==> src/rtl/cdr_pc_pkg.sv <==
package cdr_pc_pkg;

  typedef enum logic {
    MODE_SEARCH = 1'b0,
    MODE_TRACK  = 1'b1
  } pc_mode_e;

  typedef struct packed {
    logic up;   // one qualified late decision
    logic dn;   // one qualified early decision
  } pd_dec_t;

  // A decision counts only when valid and unambiguous.
  function automatic pd_dec_t pd_decode(input logic valid, input logic early,
                                        input logic late);
    pd_dec_t d;
    d.up = valid & late & ~early;
    d.dn = valid & early & ~late;
    return d;
  endfunction

endpackage

==> src/rtl/cdr_sar_seq.sv <==
module cdr_sar_seq
  import cdr_pc_pkg::*;
#(
  parameter int N      = 6,
  parameter int SETTLE = 2,
  parameter int VOTE_W = 6
) (
  input  logic                 clk,
  input  logic                 rst_n,
  input  logic                 restart_i,
  input  logic                 step_i,
  input  pd_dec_t              dec_i,
  input  logic [N-1:0]         cur_top_i,
  output logic                 active_o,
  output logic [$clog2(N)-1:0] idx_o,
  output logic                 wr_en_o,
  output logic [N-1:0]         wr_top_o,
  output logic                 done_o
);

  localparam int IDX_W = $clog2(N);
  localparam int SC_W  = $clog2(SETTLE + 2);
  localparam logic [IDX_W-1:0] IDX_TOP = IDX_W'(N - 1);
  localparam logic [SC_W-1:0]  SC_LOAD = SC_W'(SETTLE);
  localparam logic [N-1:0]     TRIAL0  = {1'b1, {(N-1){1'b0}}};
  localparam logic signed [VOTE_W-1:0] V_ONE  = 1;
  localparam logic signed [VOTE_W-1:0] V_ZERO = 0;
  localparam logic signed [VOTE_W-1:0] V_MAX  = (2 ** (VOTE_W - 1)) - 1;
  localparam logic signed [VOTE_W-1:0] V_MIN  = -((2 ** (VOTE_W - 1)) - 1);

  logic                     active_q;
  logic [IDX_W-1:0]         idx_q;
  logic [SC_W-1:0]          settle_q;
  logic signed [VOTE_W-1:0] vote_q;

  // Resolve trial bit i and plant the next trial bit below it.
  function automatic logic [N-1:0] next_top(input logic [N-1:0] cur,
                                            input logic [IDX_W-1:0] i,
                                            input logic keep);
    logic [N-1:0] t;
    t    = cur;
    t[i] = keep;
    if (i != '0) t[i - 1'b1] = 1'b1;
    return t;
  endfunction

  logic step_ev;    // a search step is taken at this edge
  logic keep_bit;   // majority says late
  logic vote_open;  // settle window has elapsed

  assign step_ev   = active_q & step_i & ~restart_i;
  assign keep_bit  = (vote_q > V_ZERO);
  assign vote_open = (settle_q == '0);

  assign wr_en_o  = restart_i | step_ev;
  assign wr_top_o = restart_i ? TRIAL0 : next_top(cur_top_i, idx_q, keep_bit);
  assign done_o   = step_ev & (idx_q == '0);
  assign active_o = active_q;
  assign idx_o    = idx_q;

  always_ff @(posedge clk or negedge rst_n) begin
    if (!rst_n) begin
      active_q <= 1'b1;
      idx_q    <= IDX_TOP;
      settle_q <= SC_LOAD;
      vote_q   <= V_ZERO;
    end else if (restart_i) begin
      active_q <= 1'b1;
      idx_q    <= IDX_TOP;
      settle_q <= SC_LOAD;
      vote_q   <= V_ZERO;
    end else if (step_ev) begin
      settle_q <= SC_LOAD;
      vote_q   <= V_ZERO;
      if (idx_q == '0) active_q <= 1'b0;
      else             idx_q    <= idx_q - 1'b1;
    end else if (active_q) begin
      if (!vote_open) begin
        settle_q <= settle_q - 1'b1;
      end else if (dec_i.up && vote_q != V_MAX) begin
        vote_q <= vote_q + V_ONE;
      end else if (dec_i.dn && vote_q != V_MIN) begin
        vote_q <= vote_q - V_ONE;
      end
    end
  end


  settle_quiet_chk: assert property (@(posedge clk) disable iff (!rst_n)
    (active_q && !vote_open && !restart_i && !step_i) |=> (vote_q == $past(vote_q)));


  vote_qual_chk: assert property (@(posedge clk) disable iff (!rst_n)
    (active_q && !dec_i.up && !dec_i.dn && !restart_i && !step_i) |=> $stable(vote_q));

endmodule

==> src/rtl/cdr_loop_filter.sv <==
module cdr_loop_filter
  import cdr_pc_pkg::*;
#(
  parameter int N      = 6,
  parameter int FRAC_W = 8,
  parameter int INT_W  = 8,
  parameter int KP     = 4,
  parameter int KI     = 1
) (
  input  logic                    clk,
  input  logic                    rst_n,
  input  logic                    track_en_i,
  input  pd_dec_t                 dec_i,
  input  logic                    ld_en_i,
  input  logic [N-1:0]            ld_top_i,
  input  logic                    clr_int_i,
  output logic [N-1:0]            code_o,
  output logic signed [INT_W-1:0] integ_o
);

  localparam int ACC_W = N + FRAC_W;
  localparam int I_MAX = (2 ** (INT_W - 1)) - 1;
  localparam logic [ACC_W-1:0] ACC_RST = {1'b1, {(ACC_W-1){1'b0}}};

  logic [ACC_W-1:0]         acc_q;
  logic signed [INT_W-1:0]  integ_q;

  // Integral term after one decision, clamped symmetrically.
  function automatic logic signed [INT_W-1:0] integ_step(
      input logic signed [INT_W-1:0] cur, input logic up);
    int t;
    t = int'(cur) + (up ? KI : -KI);
    if (t >  I_MAX) t =  I_MAX;
    if (t < -I_MAX) t = -I_MAX;
    return INT_W'(t);
  endfunction

  // Accumulator after one decision; wraps modulo 2^ACC_W.
  function automatic logic [ACC_W-1:0] acc_step(
      input logic [ACC_W-1:0] cur, input logic signed [INT_W-1:0] integ_n,
      input logic up);
    int d;
    d = (up ? KP : -KP) + int'(integ_n);
    return cur + ACC_W'(d);
  endfunction

  logic                    trk_ev;
  logic signed [INT_W-1:0] integ_nx;

  assign trk_ev   = track_en_i & (dec_i.up | dec_i.dn);
  assign integ_nx = integ_step(integ_q, dec_i.up);

  always_ff @(posedge clk or negedge rst_n) begin
    if (!rst_n) begin
      acc_q   <= ACC_RST;
      integ_q <= '0;
    end else begin
      if (ld_en_i) acc_q <= {ld_top_i, {FRAC_W{1'b0}}};
      else if (trk_ev) acc_q <= acc_step(acc_q, integ_nx, dec_i.up);
      if (clr_int_i) integ_q <= '0;
      else if (trk_ev) integ_q <= integ_nx;
    end
  end

  assign code_o  = acc_q[ACC_W-1 -: N];
  assign integ_o = integ_q;


  integ_bound_chk: assert property (@(posedge clk) disable iff (!rst_n)
    (int'(integ_q) <= I_MAX) && (int'(integ_q) >= -I_MAX));


  integ_clear_chk: assert property (@(posedge clk) disable iff (!rst_n)
    clr_int_i |=> (integ_q == '0));

endmodule

==> src/rtl/cdr_phase_ctrl.sv <==
module cdr_phase_ctrl
  import cdr_pc_pkg::*;
#(
  parameter int N      = 6,
  parameter int FRAC_W = 8,
  parameter int INT_W  = 8,
  parameter int KP     = 4,
  parameter int KI     = 1,
  parameter int SETTLE = 2,
  parameter int VOTE_W = 6
) (
  input  logic         clk,
  input  logic         rst_n,
  input  logic         burst_i,
  input  logic         step_i,
  input  logic         early_i,
  input  logic         late_i,
  input  logic         valid_i,
  output logic [N-1:0] code_o,
  output logic         lock_o,
  output logic         mode_o
);

  localparam int IDX_W = $clog2(N);
  localparam int STC_W = $clog2(N + 2);
  localparam logic [N-1:0] TRIAL0 = {1'b1, {(N-1){1'b0}}};

  pd_dec_t             dec;
  logic                srch_active;
  logic [IDX_W-1:0]    srch_idx;
  logic                srch_wr;
  logic [N-1:0]        srch_top;
  logic                srch_done;
  logic signed [INT_W-1:0] integ;
  logic                lock_q;

  assign dec = pd_decode(valid_i, early_i, late_i);

  cdr_sar_seq #(.N(N), .SETTLE(SETTLE), .VOTE_W(VOTE_W)) u_seq (
    .clk       (clk),
    .rst_n     (rst_n),
    .restart_i (burst_i),
    .step_i    (step_i),
    .dec_i     (dec),
    .cur_top_i (code_o),
    .active_o  (srch_active),
    .idx_o     (srch_idx),
    .wr_en_o   (srch_wr),
    .wr_top_o  (srch_top),
    .done_o    (srch_done)
  );

  cdr_loop_filter #(.N(N), .FRAC_W(FRAC_W), .INT_W(INT_W), .KP(KP), .KI(KI)) u_lf (
    .clk        (clk),
    .rst_n      (rst_n),
    .track_en_i (~srch_active & ~burst_i),
    .dec_i      (dec),
    .ld_en_i    (srch_wr),
    .ld_top_i   (srch_top),
    .clr_int_i  (burst_i),
    .code_o     (code_o),
    .integ_o    (integ)
  );

  always_ff @(posedge clk or negedge rst_n) begin
    if (!rst_n)         lock_q <= 1'b0;
    else if (burst_i)   lock_q <= 1'b0;
    else if (srch_done) lock_q <= 1'b1;
  end

  assign lock_o = lock_q;
  assign mode_o = srch_active ? MODE_SEARCH : MODE_TRACK;

  // Step strobes consumed by the current search, for the budget check.
  logic [STC_W-1:0] step_cnt_q;
  always_ff @(posedge clk or negedge rst_n) begin
    if (!rst_n)                        step_cnt_q <= '0;
    else if (burst_i)                  step_cnt_q <= '0;
    else if (srch_active && step_i)    step_cnt_q <= step_cnt_q + 1'b1;
  end

  logic [N-1:0] below_mask;
  assign below_mask = (N'(1) << srch_idx) - N'(1);


  burst_restart_chk: assert property (@(posedge clk) disable iff (!rst_n)
    burst_i |=> (code_o == TRIAL0 && !lock_o && mode_o == MODE_SEARCH));


  low_bits_zero_chk: assert property (@(posedge clk) disable iff (!rst_n)
    srch_active |-> ((code_o & below_mask) == '0 && code_o[srch_idx]));


  lock_rise_chk: assert property (@(posedge clk) disable iff (!rst_n)
    $rose(lock_o) |-> $past(step_i && !burst_i));


  step_budget_chk: assert property (@(posedge clk) disable iff (!rst_n)
    int'(step_cnt_q) <= N);


  track_hold_chk: assert property (@(posedge clk) disable iff (!rst_n)
    (lock_o && !burst_i && !valid_i) |=> $stable(code_o));


  lock_hold_chk: assert property (@(posedge clk) disable iff (!rst_n)
    (lock_o && !burst_i) |=> lock_o);

endmodule

==> config.mk <==
export PLATFORM = sky130hd
export DESIGN_NAME = cdr_phase_ctrl
export DESIGN_NICKNAME = d
export VERILOG_FILES = /design/src/rtl/cdr_pc_pkg.sv /design/src/rtl/cdr_sar_seq.sv /design/src/rtl/cdr_loop_filter.sv /design/src/rtl/cdr_phase_ctrl.sv
export SDC_FILE = /design/constraint.sdc
export NUM_CORES = 1
export LEC_CHECK = 0
export BUFFER_PORTS_ARGS = -buffer_cell sky130_fd_sc_hd__buf_4
export CAP_MARGIN = 10
export CORE_MARGIN = 2
export CORE_UTILIZATION = 50
export DETAILED_ROUTE_END_ITERATION = 10
export GPL_TIMING_DRIVEN = 0
export PLACE_DENSITY = 0.78
export SLEW_MARGIN = 20
export SYNTH_ARGS = -nofsm -noshare
export SYNTH_HDL_FRONTEND = slang
export SYNTH_SLANG_ARGS = --single-unit
==> constraint.sdc <==
create_clock -name clk -period 7.8 [get_ports clk]
set_input_delay 0.39 -clock clk [delete_from_list [all_inputs] [get_ports clk]]
set_output_delay 0.39 -clock clk [all_outputs]
set_load 0.02 [all_outputs]
==> metrics.cfg <==
[power]
leakagePower_nw = 1.78
power_uw = 595
p_per_area_mw_per_mm2 = 149
peakVddDrop_uv = 94.1

[worst_setup_path]
cp.arrival_ps = 7190
slowest_delay_ps = 580
r2r_setup_slack_ps = 1700
critPathCapture = u_lf.acc_q[11]$_DFFE_PN0P_
path_buf_inv = 4
required_ps = 7940
cp_slowest_cell = nand3b_1
critPathKind = in2reg
critPathMaxFanout = 12
r2r_start = u_lf.integ_o[3]$_DFFE_PN0P_
start_kind = input pin
crit_top_cell = fa_1
rr_worst_depth = 23
startpoint = early_i
rr_endpoint = u_lf.acc_q[11]$_DFFE_PN0P_
timing.critical_path.max_delay_family = simple AND/OR/NAND/NOR gates
cp-end-kind = register
cp_num_cells = 27

[routing]
routed_wl_mm = 7.96
first_pass_iters = 4
drc = 0
viasPerCell = 5.69
vias = 2965
drt_iter0_drc = 196
wl_per_cell_um = 15.3
ant_nets = 0

[grt]
grt_pass1_wl_mm = 13.7
grt.total_usage = 0.218
grt_pass1_vias = 3012
antenna_found_initial = 0
gr-total-overflow = 0
grt_max_degree = 36

[floorplanning]
num_rows = 31
die_h_um = 89.5
core_sq_mm = 0.00718
die_w_um = 89.5
dieArea_sq_mm = 0.00800
initial_core_util = 0.509
io_pins = 15

[sta]
rsz0062_at_grt = no
setup_viol = 0
finalMaxSlewViolations = 0
finalHoldViolations = 0
min_period_ps = 7050
worst_pin_slew_ps = 726
whs_ps = 50.3
timing.fmax_ghz = 0.142
finalWorstSetupSlack_ps = 750
max-slew-margin-rel = 0.516
timing.final.crit_share = 0.904
fin_worst_skew_ps = 12.9

[layout]
antenna_cells = 0
fin_nets = 487
drive_gt1_frac = 0.109
fillers = 634
fin_util = 0.557
syn2layout_area_growth_pct = 9.39

[run]
maxCapViolCount = 0

[yosys]
yosys_warnings = 0
ys.flop_type = dfrtp_1
ys_ff_latch = 35
syn_area_sq_mm = 0.00365
syn_inst = 398
synth_top_cells_by_count = nand2_1, a21oi_1, dfrtp_1, ha_1, fa_1
synth_top_area_cell = dfrtp_1
syn-num-nets = 464
yosysMostFrequentCell = nand2_1
netlist.area_leader.share = 0.206
yosysUniqueCellTypes = 63
synthTopCellsByArea = dfrtp_1, fa_1, ha_1
synth_edf_count = 0
avgSynthCellArea_sq_um = 9.18
async_flop_share = 1.00
synth.yosys.seq_area_share = 0.242

[hold_path]
hold_class = in2async

[placement]
pre_cts_ws_ps = 489
place_congestion = 0.852
dp_hpwl_mm = 6.21
io_buffers = 14

[clocking]
cts_repair_resize_count = 0
cts_tree = done
postCtsSetupBuffers = 0
htreeDepth = 2
clk_pin_slew_ps = 70
cts_root_buf = clkbuf_8
numCtsBuffers = 5
clock_latency_ps = 290
cts_buffer_depth = 2
hold_buffers = 0
clock-sinks = 35

[outcome]
status = finished clean

-- cell usage in the layout, fill, tap and decap left out, types with 5 or more instances in the layout --
| cell type | netlist | routed |
|---|---|---|
| dfstp_2 | 5 | 5 |
| nor2_1 | 24 | 24 |
| nand2_1 | 33 | 33 |
| nand3_1 | 8 | 8 |
| o21ai_1 | 6 | 6 |
| fa_1 | 29 | 29 |
| a21oi_1 | 31 | 31 |
| a32o_1 | 5 | 5 |
| clkbuf_8 | 0 | 6 |
| o21ai_0 | 16 | 16 |
| clkbuf_1 | 13 | 14 |
| dfrtp_1 | 30 | 30 |
| nor3_1 | 15 | 15 |
| inv_1 | 23 | 23 |
| buf_4 | 6 | 20 |
| o31ai_1 | 8 | 8 |
| xnor2_1 | 12 | 12 |
| xor2_1 | 7 | 7 |
| nand4_1 | 6 | 6 |
| nand2b_1 | 10 | 10 |
| ha_1 | 30 | 30 |
| a21o_1 | 15 | 15 |
-- where the power goes --
part           total [mW]  switching (mW)  internal (mW)
registers           0.206          0.0129          0.193
logic               0.249           0.138          0.111
clock network       0.140          0.0684         0.0714
total               0.595           0.219          0.376
-- how the worst min path moves through the flow --
stage / from / endpoint / cells past startpoint
floorplan: rst_n / lock_o$_DFFE_PN0P_ / 0
global placement: rst_n / u_seq.vote_q[4]$_DFFE_PN0P_ / 1
detailed placement: rst_n / u_seq.vote_q[4]$_DFFE_PN0P_ / 1
CTS: rst_n / u_seq.settle_q[0]$_DFFE_PN0P_ / 1
global route: rst_n / u_seq.settle_q[0]$_DFFE_PN0P_ / 1
finish: rst_n / u_seq.settle_q[0]$_DFFE_PN0P_ / 1
-- sequential cells by signal, summed over array words and instances (netlist names) --
name,count
u_seq.settle_q,2
lock_o,1
u_lf.integ_o,8
u_lf.acc_q,14
u_seq.idx_o,3
u_seq.vote_q,6
u_seq.active_o,1
-- per-stage QoR --
| stage | std cells | setup TNS (ps) | instance area [sq um] |
|---|---|---|---|
| finish | 521 | 0 | 4000 |
| global route | 521 | 0 | 4000 |
| CTS | 521 | 0 | 4000 |
| detailed placement | 513 | 0 | 3900 |
| global placement | 511 | -3520 | 3880 |
| floorplan | 398 | 0 | 3650 |
-- metal layers --
layer  vias up  global-route usage  part of all wire
met5         -                   0                 0
met4         0              0.0611             0.010
met3        10              0.0286             0.039
met2        70               0.372              0.50
met1      1425               0.292              0.45
li1       1460                   -                 -
-- worst reg2reg max path, cell delays in order, from the launching register on --
cell and delay (ps):
dfrtp_1 400, ha_1 380, a21o_1 180, a21oi_1 170, a21boi_1 110, o21ai_1 160
nand2b_1 150, fa_1 380, inv_1 70, fa_1 420, nor4_1 290, nand4_1 160
a211oi_1 230, a21oi_1 210, nor2_1 260, fa_1 460, ha_1 330, nor2b_4 140
o21ai_2 150, a21boi_2 90, or4_4 440, a31oi_1 230, xor2_1 90, a2111oi_0 460
-- cell families after synthesis --
logic type | synth area share
AO/OA/AOI/OAI | 0.205
XOR/XNOR | 0.0531
adder cells (fa/ha/maj) | 0.262
buffers and inverters | 0.0524
flip-flops | 0.242
multiplexers | 0.00274
AND/OR/NAND/NOR | 0.184
-- cell type report --
type                    count  area (sq um)  area share
multi-input cells         318          2580       0.645
repair buffers             16           128      0.0319
flip-flops and latches     35           882       0.221
well taps                  99           124      0.0310
clock inverters             1          5.00     0.00125
clock buffers               7          86.3      0.0216
inverters                  25          93.8      0.0235
plain buffers              20          97.6      0.0244
Note: power is estimated with default switching activity, not from simulation.
